$ cat src/rtl/sts_pkg.sv
package sts_pkg;
  typedef enum logic [1:0] {
    MODE_LEVEL = 2'b00,
    MODE_ERASE = 2'b01,
    MODE_WRITE = 2'b10,
    MODE_ALL   = 2'b11
  } sts_mode_e;

  typedef enum logic [2:0] {
    OP_BLK_ERASE  = 3'd0,
    OP_CHIP_ERASE = 3'd1,
    OP_LOCK_CLR   = 3'd2,
    OP_BYTE_WR    = 3'd3,
    OP_MULTI_WR   = 3'd4,
    OP_LOCK_SET   = 3'd5,
    OP_RSVD6      = 3'd6,
    OP_RSVD7      = 3'd7
  } op_kind_e;
endpackage

$ cat src/rtl/sts_mode_reg.sv
module sts_mode_reg
  import sts_pkg::*;
(
  input  logic      clk,
  input  logic      rst_n,
  input  logic      cfg_we,
  input  logic [1:0] cfg_code,
  input  logic      pwrdn_n,
  input  logic      dpd_exit,
  output sts_mode_e mode_q
);
  sts_mode_e mode_d;
  logic      mode_en;

  always_comb begin
    mode_en = 1'b0;
    mode_d  = mode_q;
    if (!pwrdn_n || dpd_exit) begin
      mode_en = 1'b1;
      mode_d  = MODE_LEVEL;
    end else if (cfg_we) begin
      mode_en = 1'b1;
      mode_d  = sts_mode_e'(cfg_code);
    end
  end

  always_ff @(posedge clk or negedge rst_n) begin
    if (!rst_n)       mode_q <= MODE_LEVEL;
    else if (mode_en) mode_q <= mode_d;
  end


  pwr_event_level_chk: assert property (@(posedge clk) disable iff (!rst_n)
    (!pwrdn_n || dpd_exit) |=> (mode_q == MODE_LEVEL));

  cfg_in_pwrdn_chk: assert property (@(posedge clk) disable iff (!rst_n)
    (cfg_we && !pwrdn_n) |=> (mode_q == MODE_LEVEL));

  mode_hold_chk: assert property (@(posedge clk) disable iff (!rst_n)
    (pwrdn_n && !dpd_exit && !cfg_we) |=> $stable(mode_q));
endmodule

$ cat src/rtl/sts_class_filter.sv
module sts_class_filter
  import sts_pkg::*;
(
  input  sts_mode_e  mode,
  input  logic [2:0] op,
  output logic       match
);
  logic is_erase, is_write;

  always_comb begin
    is_erase = 1'b0;
    is_write = 1'b0;
    case (op_kind_e'(op))
      OP_BLK_ERASE, OP_CHIP_ERASE, OP_LOCK_CLR: is_erase = 1'b1;
      OP_BYTE_WR, OP_MULTI_WR, OP_LOCK_SET:     is_write = 1'b1;
      default: ;
    endcase
    case (mode)
      MODE_ERASE: match = is_erase;
      MODE_WRITE: match = is_write;
      MODE_ALL:   match = is_erase | is_write;
      default:    match = 1'b0;
    endcase
  end


  always_comb begin
    level_nomatch_chk: assert (!(match && (mode == MODE_LEVEL)));
  end
endmodule

$ cat src/rtl/sts_pulse_gen.sv
module sts_pulse_gen #(
  parameter int PULSE_LEN = 4,
  localparam int CNT_W = $clog2(PULSE_LEN + 1)
) (
  input  logic clk,
  input  logic rst_n,
  input  logic hit,
  input  logic clr,
  input  logic level,
  output logic active
);
  localparam logic [CNT_W-1:0] LOAD = CNT_W'(PULSE_LEN);

  logic [CNT_W-1:0] cnt_q, cnt_d;
  logic             cnt_en;

  always_comb begin
    cnt_en = 1'b1;
    cnt_d  = cnt_q;
    if (clr || (level && !hit)) cnt_d = '0;
    else if (hit)               cnt_d = LOAD;
    else if (cnt_q != '0)       cnt_d = cnt_q - 1'b1;
    else                        cnt_en = 1'b0;
  end

  always_ff @(posedge clk or negedge rst_n) begin
    if (!rst_n)      cnt_q <= '0;
    else if (cnt_en) cnt_q <= cnt_d;
  end

  assign active = (cnt_q != '0);


  retrigger_load_chk: assert property (@(posedge clk) disable iff (!rst_n)
    (hit && !clr) |=> (cnt_q == LOAD));

  count_down_chk: assert property (@(posedge clk) disable iff (!rst_n)
    (!hit && !clr && !level && cnt_q != '0) |=> (cnt_q == $past(cnt_q) - 1'b1));

  cancel_chk: assert property (@(posedge clk) disable iff (!rst_n)
    clr |=> !active);
endmodule

$ cat src/rtl/sts_pin_cfg.sv
module sts_pin_cfg
  import sts_pkg::*;
#(
  parameter int PULSE_LEN = 4
) (
  input  logic       clk,
  input  logic       rst_n,
  input  logic       cfg_we,
  input  logic [1:0] cfg_code,
  input  logic       busy,
  input  logic       done_vld,
  input  logic [2:0] done_op,
  input  logic       pwrdn_n,
  input  logic       dpd_exit,
  output logic       sts_o,
  output logic       sts_oe
);
  sts_mode_e mode_q;
  logic      match, hit, clr, level, pulse_active;

  assign clr   = !pwrdn_n || dpd_exit;
  assign level = (mode_q == MODE_LEVEL);
  assign hit   = done_vld && match && !clr;

  sts_mode_reg u_mode (
    .clk(clk), .rst_n(rst_n), .cfg_we(cfg_we), .cfg_code(cfg_code),
    .pwrdn_n(pwrdn_n), .dpd_exit(dpd_exit), .mode_q(mode_q)
  );

  sts_class_filter u_filt (.mode(mode_q), .op(done_op), .match(match));

  sts_pulse_gen #(.PULSE_LEN(PULSE_LEN)) u_pulse (
    .clk(clk), .rst_n(rst_n), .hit(hit), .clr(clr), .level(level),
    .active(pulse_active)
  );

  assign sts_oe = level ? busy : pulse_active;
  assign sts_o  = !sts_oe;


  busy_ignored_chk: assert property (@(posedge clk) disable iff (!rst_n)
    (!level && !pulse_active) |-> !sts_oe);

  rsvd_no_pulse_chk: assert property (@(posedge clk) disable iff (!rst_n)
    (done_vld && done_op[2:1] == 2'b11 && !pulse_active) |=> !pulse_active);
endmodule

$ cat config.mk
export PLATFORM = sky130hd
export DESIGN_NAME = sts_pin_cfg
export DESIGN_NICKNAME = d
export VERILOG_FILES = /design/src/rtl/sts_pkg.sv /design/src/rtl/sts_mode_reg.sv /design/src/rtl/sts_class_filter.sv /design/src/rtl/sts_pulse_gen.sv /design/src/rtl/sts_pin_cfg.sv
export SDC_FILE = /design/constraint.sdc
export NUM_CORES = 1
export LEC_CHECK = 0
export ABC_AREA = 1
export BUFFER_PORTS_ARGS = -buffer_cell sky130_fd_sc_hd__buf_2
export CORE_AREA = 2 2 39 41
export CTS_BUF_LIST = sky130_fd_sc_hd__clkbuf_4 sky130_fd_sc_hd__clkbuf_8 sky130_fd_sc_hd__clkbuf_16
export CTS_CLUSTER_DIAMETER = 40
export DETAILED_ROUTE_END_ITERATION = 16
export DIE_AREA = 0 0 41 43
export PLACE_DENSITY_LB_ADDON = 0.3
export SLEW_MARGIN = 20
export SYNTH_ARGS = -nofsm -noshare
export SYNTH_HDL_FRONTEND = slang
export SYNTH_SLANG_ARGS = --single-unit
$ cat constraint.sdc
create_clock -name clk -period 1.8 [get_ports clk]
set_input_delay 0.18 -clock clk [delete_from_list [all_inputs] [get_ports clk]]
set_output_delay 0.18 -clock clk [all_outputs]
set_load 0.005 [all_outputs]
==> impl_results.md, run 1 <==
- Max-slew violation count: 0
- RSZ-0062 raised after global routing: false
- Avg Inst Size Synth: ~7.5 sq um
- Clock Latency Late Sink: around 0.24 ns
- Largest family of logic cells by synthesized area: simple AND/OR/NAND/NOR gates
- Yosys warnings: 0
- Core area: roughly 0.0014 sq mm
- Worst-path clk slew: 0.04 ns
- RePlAce Congestion: between 0.7 and 0.8
- Final Hold Viols: 0
- Simple-Gate Fraction of Synth Area: 0.318
- Number of remaining DRC errors: 0
- Sequential-to-total area share from yosys stat: 0.361
- Post-Synth Adder-Cell Area: 0.0722
- Worst-Margin Slew: ~0.13 ns
- Routed WL: 602 microns
- FF/Latch Area: 125 sq um
- Gates resized, CTS repair: 0
- ANT cells: 0
- Status: completed
- Post-Syn Area: 347 sq um
- Hold Crit Depth: 3
- Critical path capture point type: primary output
- Post-synthesis mux area share: 0.0289
- Post-route ant nets: 0
- Die ar.: 0.00176 sq mm
- Port bufs: 13
- Crit path time final: 1.48 ns
- Iter 0 DRT Violations: 3
- First drt pass iteration count: 4
- Core Rows: 14
- Leak Pwr: 0.252 nW
- Pwr Density: between 600 and 700 mW/mm^2
- CP Launch Type: register
- Root buf cell: clkbuf_4
- Routed length per instance: 7.53 microns
- Skew final: about 0.0020 ns
- Sink Count: 5
- DR vias: 317
- Number of global-route vias before repair: 268
- Io pins: 14
- Area of the multi-input gates: around 190 sq um
- Period utilization: 0.820
- XOR/XNOR Fraction of Synth Area: 0.0253
- Final hold slack: 0.192 ns
- Num CTS Buffers: 3
- First-pass GRT wire length: between 1000 and 1500 microns
- Synth Area in Compound Gates: 0.0975
- Initial antenna violation count: 0
- Layout cells sized above 1: 0.391
- Final setup fails: 0
- Starting density of the core: 0.250
- Worst IR Drop VDD: 0.000266 V
- CTS Buffer Depth: 2
- Worst Reg-to-Reg Cells: 5
- Fill cell count: 153
- Crit path kind: register to primary output
- Post-DP HPWL: 535 microns
- All-Layer GR Usage: 0.0979
- Worst hold path type: input pin to register
- WP data arrival: 1.30 ns
- Final TNS setup: 0 ns
- Worst-path maximum fanout: 5
- Max H-tree Level: 1
- Critical path required time: 1.62 ns
- Die X: just over 40 microns
- Synth Register Bits: 5
- Gr ovfl total: 0
- Max-Cap Viols: 0
- Largest net degree at the start of global routing: 6
- Slew HR: 0.912
- TritonCTS clock tree: yes
- DR vias/cell: 3.96
- Syn Inst Count: 46
- Netlist cell types: 17
- Layout Nets: 79
- Layout area overhead: 36.1%
- Die Y: between 40 and 50 microns
- Fmax: 0.677 GHz
- Syn Nets: 60
[per-stage QoR]
stage	total power [mW]	std cells	setup slack, ns	utilization	instance area (sq um)
finish	0.300	80	0.324	0.341	472
global placement	0.158	75	0.584	0.312	432
global route	0.317	80	0.231	0.341	472
CTS	0.304	80	0.308	0.341	472
detailed placement	0.159	75	0.571	0.312	432
floorplan	0.138	46	0.721	-	347
[placed cells by master (no fill, tap or decap), types with 2 or more instances in the layout]
master    count
nor2_1        6
ha_1          2
nand2_1       8
clkbuf_4      4
dfrtp_1       5
nor2_2        2
nand3_1       3
nand2_2       3
buf_2        13
inv_1         8
[sequential cells by signal (all words and copies together), names as in the netlist]
register       cells
u_mode.mode_q      2
u_pulse.cnt_q      3
[worst max-delay path, stage by stage, from the launching register on]
cell and delay [ns]:
dfrtp_1 0.37, inv_1 0.10, ha_1 0.16, nand2_2 0.08
inv_1 0.07, nand2_1 0.06, o21ai_2 0.06, inv_2 0.03
buf_2 0.11
[power by group]
group,internal [mW],switching (mW)
Combinational,0.0210,0.0214
Sequential,0.114,0.00137
Clock,0.0986,0.0427
Total,0.234,0.0655
[synthesized netlist by cell type, drive strengths merged]
| library cell | instances | area (sq um) |
|---|---|---|
| o211ai | 1 | 7.51 |
| nand2 | 11 | 48.8 |
| nor2 | 9 | 46.3 |
| mux2i | 1 | 10.0 |
| xor2 | 1 | 8.76 |
| o21ai | 2 | 13.8 |
| a21oi | 1 | 5.00 |
| inv | 9 | 33.8 |
| dfrtp | 5 | 125 |
| ha | 2 | 25.0 |
| nand3 | 3 | 15.0 |
| a21boi | 1 | 7.51 |
[per-layer routing]
metal	vias up	GRT usage	routed length (microns)
li1	179	-	-
met1	129	0.144	299
met2	9	0.100	274
met3	0	0.0314	28
met4	0	0.100	0
met5	-	0	0
[cell type report]
cell class / instances / share of cell area
Multi-Input combinational cell: 32 / 0.398
Inverter: 9 / 0.0716
Tap cell: 16 / 0.0424
Timing Repair Buffer: 14 / 0.159
Clock buffer: 4 / 0.0637
Sequential cell: 5 / 0.265
[final timing paths]
path	start	endpoint	slack, ns
max in group asynchronous	rst_n	u_pulse.cnt_q[1]$_DFFE_PN0P_	1.39
worst max-delay path	u_pulse.cnt_q[0]$_DFFE_PN0P_	sts_oe	0.32
worst max register to register	u_pulse.cnt_q[0]$_DFFE_PN0P_	u_pulse.cnt_q[1]$_DFFE_PN0P_	0.74
worst min-delay path	cfg_code[0]	u_mode.mode_q[0]$_DFFE_PN0P_	0.19
min in group asynchronous	rst_n	u_mode.mode_q[1]$_DFFE_PN0P_	0.28
worst min register to register	u_pulse.cnt_q[0]$_DFFE_PN0P_	u_pulse.cnt_q[0]$_DFFE_PN0P_	0.54
[logic make-up after synthesis]
logic type / after synthesis
AOI/OAI and AO/OA: 5
xor gates and xnor gates: 1
adders and majority gates: 2
buffers and inverters: 9
DFF: 5
muxes: 1
and+or+nand+nor: 23
[what timing repair did]
item	4_1_cts	5_1_grt
hold endpoints to repair	5	0
setup buffers	0	0
hold buffers	1	0
No activity file was read; power rests on OpenSTA's default activity.
==> inputs of run 2 (changes only) <==
--- a/config.mk
+++ b/config.mk
@@ -5,7 +5,7 @@
 export SDC_FILE = /design/constraint.sdc
 export NUM_CORES = 1
 export LEC_CHECK = 0
-export ABC_AREA = 1
+export ABC_AREA = 0
 export BUFFER_PORTS_ARGS = -buffer_cell sky130_fd_sc_hd__buf_2
 export CORE_AREA = 2 2 39 41
 export CTS_BUF_LIST = sky130_fd_sc_hd__clkbuf_4 sky130_fd_sc_hd__clkbuf_8 sky130_fd_sc_hd__clkbuf_16
==> constraint.sdc (replaced) <==
create_clock -name clk -period 1.31 [get_ports clk]
set_input_delay 0.131 -clock clk [delete_from_list [all_inputs] [get_ports clk]]
set_output_delay 0.131 -clock clk [all_outputs]
set_load 0.005 [all_outputs]
==> run 2 against run 1 <==
Non-clock buffer count increased by 8. Register-to-register slack got worse by 0.78 ns. Clock power increased by 43%. Die area unchanged. Highest routed layer unchanged. Power increased by 41%. Worst hold slack got worse by 0.052 ns. Flip-flop and latch count unchanged. Global-route usage increased by 2.0 points. The run now ends with setup timing left. Critical path depth decreased by 1. First-iteration DRC count increased by 67%. Critical path type unchanged. Utilization increased by 6.7 points. Critical endpoint unchanged.
==> impl_results.md, run 2 <==
- ANT cells: 0
- Top cells by area, synth: dfrtp_1 (37%), mux2i_1 (8.8%), a211oi_2 (7.3%)
- Async SR Flop Fraction: 1.00
- Io pins: 14
- Yosys warnings: 0
- Netlist cell types: 17
- Failing checks: setup timing
- Die ar.: ~0.0018 sq mm
- First-pass GRT wire length: 1350 microns
- Leak Pwr: 0.281 nW
- Post-synth EDFFs: 0
- Layout cells sized above 1: 0.574
- Num CTS Buffers: 3
- CTS Buffer Depth: 2
- Largest net degree at the start of global routing: 6
- Period utilization: 1.10
- Core area: 0.00138 sq mm
- Hold Startpoint: cfg_code[1]
- Worst IR Drop VDD: 0.000456 V
- Hold Crit Depth: 3
- Post-route ant nets: 0
- DP Worst Slack: 0.00271 ns
- Gr ovfl total: 0
- Routed length per instance: between 10 and 15 microns
- Clock Latency Late Sink: 0.24 ns
- Final WS setup: -0.133 ns
- Die X: 41 microns
- Avg Inst Size Synth: between 9 and 10 sq um
- Number of remaining DRC errors: 0
- Leading area contributor after synthesis: dfrtp_1
- Crit path kind: register to primary output
- Util after Layout: 0.408
- Post-synth top cells: dfrtp_1 (5), nor2_1 (4), inv_1 (3), mux2i_1 (3), nand2_1 (3)
- Fmax: ~0.69 GHz
- CP max stage delay: ~0.36 ns
- Iter 0 DRT Violations: 5
- Port bufs: 13
- Critical path capture point type: primary output
- Status: finished with violations
- Number of global-route vias before repair: 324
- RSZ-0062 raised after global routing: true
- Final setup fails: 3
- DR vias/cell: 4.39
- Most frequent cells in the layout: buf_2 (13), buf_4 (7), dfrtp_1 (5)
- All-Layer GR Usage: 0.118
- Psw: 95.1 uW
- Primary FF master, synth: dfrtp_1
- Sink Count: 5
- Core Rows: 14
- Critical path required time: 1.18 ns
- Max H-tree Level: 1
- FF-to-FF Start: u_pulse.cnt_q[0]$_DFFE_PN0P_
- Crit path time final: 1.44 ns
- Clock power frac: 0.474
- Max reg flops: 3
- Internal power: around 330 uW
- Commonest non-fill, non-tap cell in the layout: buf_2
- Combinational power share: 0.149
- WP data arrival: 1.31 ns
- Initial antenna violation count: 0
- R2r setup slk: -0.04 ns
- Pwr Density: 751 mW/mm^2
- Layout area overhead: 65.2%
- Metal1 wirelength: 308 microns
- Max-Cap Viols: 0
- Routed WL: 779 microns
- Max-slew violation count: 0
- Biggest registers after layout: u_pulse.cnt_q: 3 flops, u_mode.mode_q: 2 flops
- Sequential-to-total area share from yosys stat: 0.366
- Worst-path clk slew: roughly 0.040 ns
- First drt pass iteration count: 4
- Post-synth top area share: 0.366
- Worst-path maximum fanout: 2
- Worst Reg-to-Reg Cells: 6
- Routed wl met3: 46 microns
- Post-Syn Area: between 300 and 400 sq um
- Die Y: approximately 43 microns
- Syn Inst Count: 35
- Skew final: between 0.002 and 0.0025 ns
- Slew HR: 0.827
- RePlAce Congestion: roughly 0.66
- Worst hold path type: input pin to register
- FF-to-FF End: u_pulse.cnt_q[1]$_DFFE_PN0P_
- Worst path cell trace: inv_2 > ha_4 > nor2b_4 > buf_6 > nand2_4 > o21a_1 > buf_2
- Layout Nets: 76
- Switching fraction of total power: 0.224
- Total chip power: 424 uW
- WL met2: 425 microns
- DR vias: between 300 and 400
- Synth Register Bits: 5
- Top-count cell post-synth: dfrtp_1
- Critical-path top delay cell: dfrtp_1
- Fill cell count: 143
- Syn Nets: 49
- TritonCTS clock tree: yes
- CP Launch Type: register
- Worst-Margin Slew: between 0.2 and 0.3 ns
- Flop pwr share: 0.377
- Starting density of the core: 0.247
- Top Layer Used: met3
- Final Hold Viols: 0
- Root buf cell: clkbuf_4
- Hold EP: u_mode.mode_q[1]$_DFFE_PN0P_
- Register with the most flip-flops: u_pulse.cnt_q
## run 2: cell types whose count changed after synthesis, sizes merged, moves of 2 or more
cell | previous run | this run
nand2 | 11 | 3
inv | 9 | 3
nand3 | 3 | 0
nor2b | 0 | 2
mux2i | 1 | 3
a211oi | 0 | 4
nor2 | 9 | 4
nand2b | 0 | 2
## run 2: per-layer routing
layer | vias up | GRT usage
li1 | 176 | -
met1 | 150 | 0.127
met2 | 12 | 0.188
met3 | 0 | 0.0628
met4 | 0 | 0.0400
met5 | - | 0
## run 2: cells by family (layout without fill, tap and decap cells)
logic type,after synthesis,count (layout),share of synthesized area
xor+xnor,1,1,0.0256
buf+inv,3,29,0.0330
compound gates,8,8,0.212
mux,4,4,0.121
flops,5,5,0.366
simple gates,12,12,0.168
fa+ha+maj,2,2,0.0732
## run 2: worst max path at each step
stage	from	to	depth (start not counted)
after global routing	u_pulse.cnt_q[0]$_DFFE_PN0P_	sts_oe	7
after CTS	u_pulse.cnt_q[1]$_DFFE_PN0P_	sts_oe	7
after detailed placement	u_pulse.cnt_q[1]$_DFFE_PN0P_	u_pulse.cnt_q[1]$_DFFE_PN0P_	5
after floorplan	u_pulse.cnt_q[0]$_DFFE_PN0P_	u_pulse.cnt_q[1]$_DFFE_PN0P_	5
after global placement	u_pulse.cnt_q[1]$_DFFE_PN0P_	u_pulse.cnt_q[1]$_DFFE_PN0P_	5
final	u_pulse.cnt_q[0]$_DFFE_PN0P_	sts_oe	7
## run 2: worst max-delay path, delay by kind of cell, from the launching register on
| family | cells | cell delay, ns |
|---|---|---|
| fa+ha+maj | 1 | 0.13 |
| flops | 1 | 0.36 |
| buf+inv | 3 | 0.31 |
| compound gates | 1 | 0.09 |
| simple gates | 2 | 0.18 |
## run 2: final cells by class
cell class | count | area, sq um | area share
multi-input combinational | 27 | 239 | 0.424
timing repair buffer | 22 | 139 | 0.246
sequential | 5 | 125 | 0.222
clock buffer | 4 | 30.0 | 0.0532
tap | 16 | 20.0 | 0.0355
inverter | 3 | 11.3 | 0.0200
## run 2: power by group through the flow
stage	combinational [mW]	sequential [mW]	clock, mW
after detailed placement	0.0566	0.162	0
after global routing	0.0709	0.160	0.229
after floorplan	0.0254	0.161	0
final	0.0631	0.160	0.201
after global placement	0.0557	0.162	0
after CTS	0.0607	0.160	0.208
## run 2: timing repair
action	CTS	global route
hold buffers	1	0
pin swaps	2	1
endpoints found under the hold margin	5	0
buffers inserted	3	2
resized for setup	6	3
setup endpoints to repair	3	4
## run 2: metrics by stage
| step | TNS [ns] | cell area [sq um] | hold WS [ns] | instances |
|---|---|---|---|---|
| 6_report | -0.278 | 564 | 0.140 | 77 |
| 3_3_place_gp | 0 | 457 | -0.0511 | 67 |
| 5_1_grt | -0.526 | 564 | 0.132 | 77 |
| 2_1_floorplan | 0 | 349 | -0.165 | 35 |
| 4_1_cts | -0.313 | 538 | 0.131 | 75 |
| 3_5_place_dp | 0 | 457 | -0.0484 | 67 |
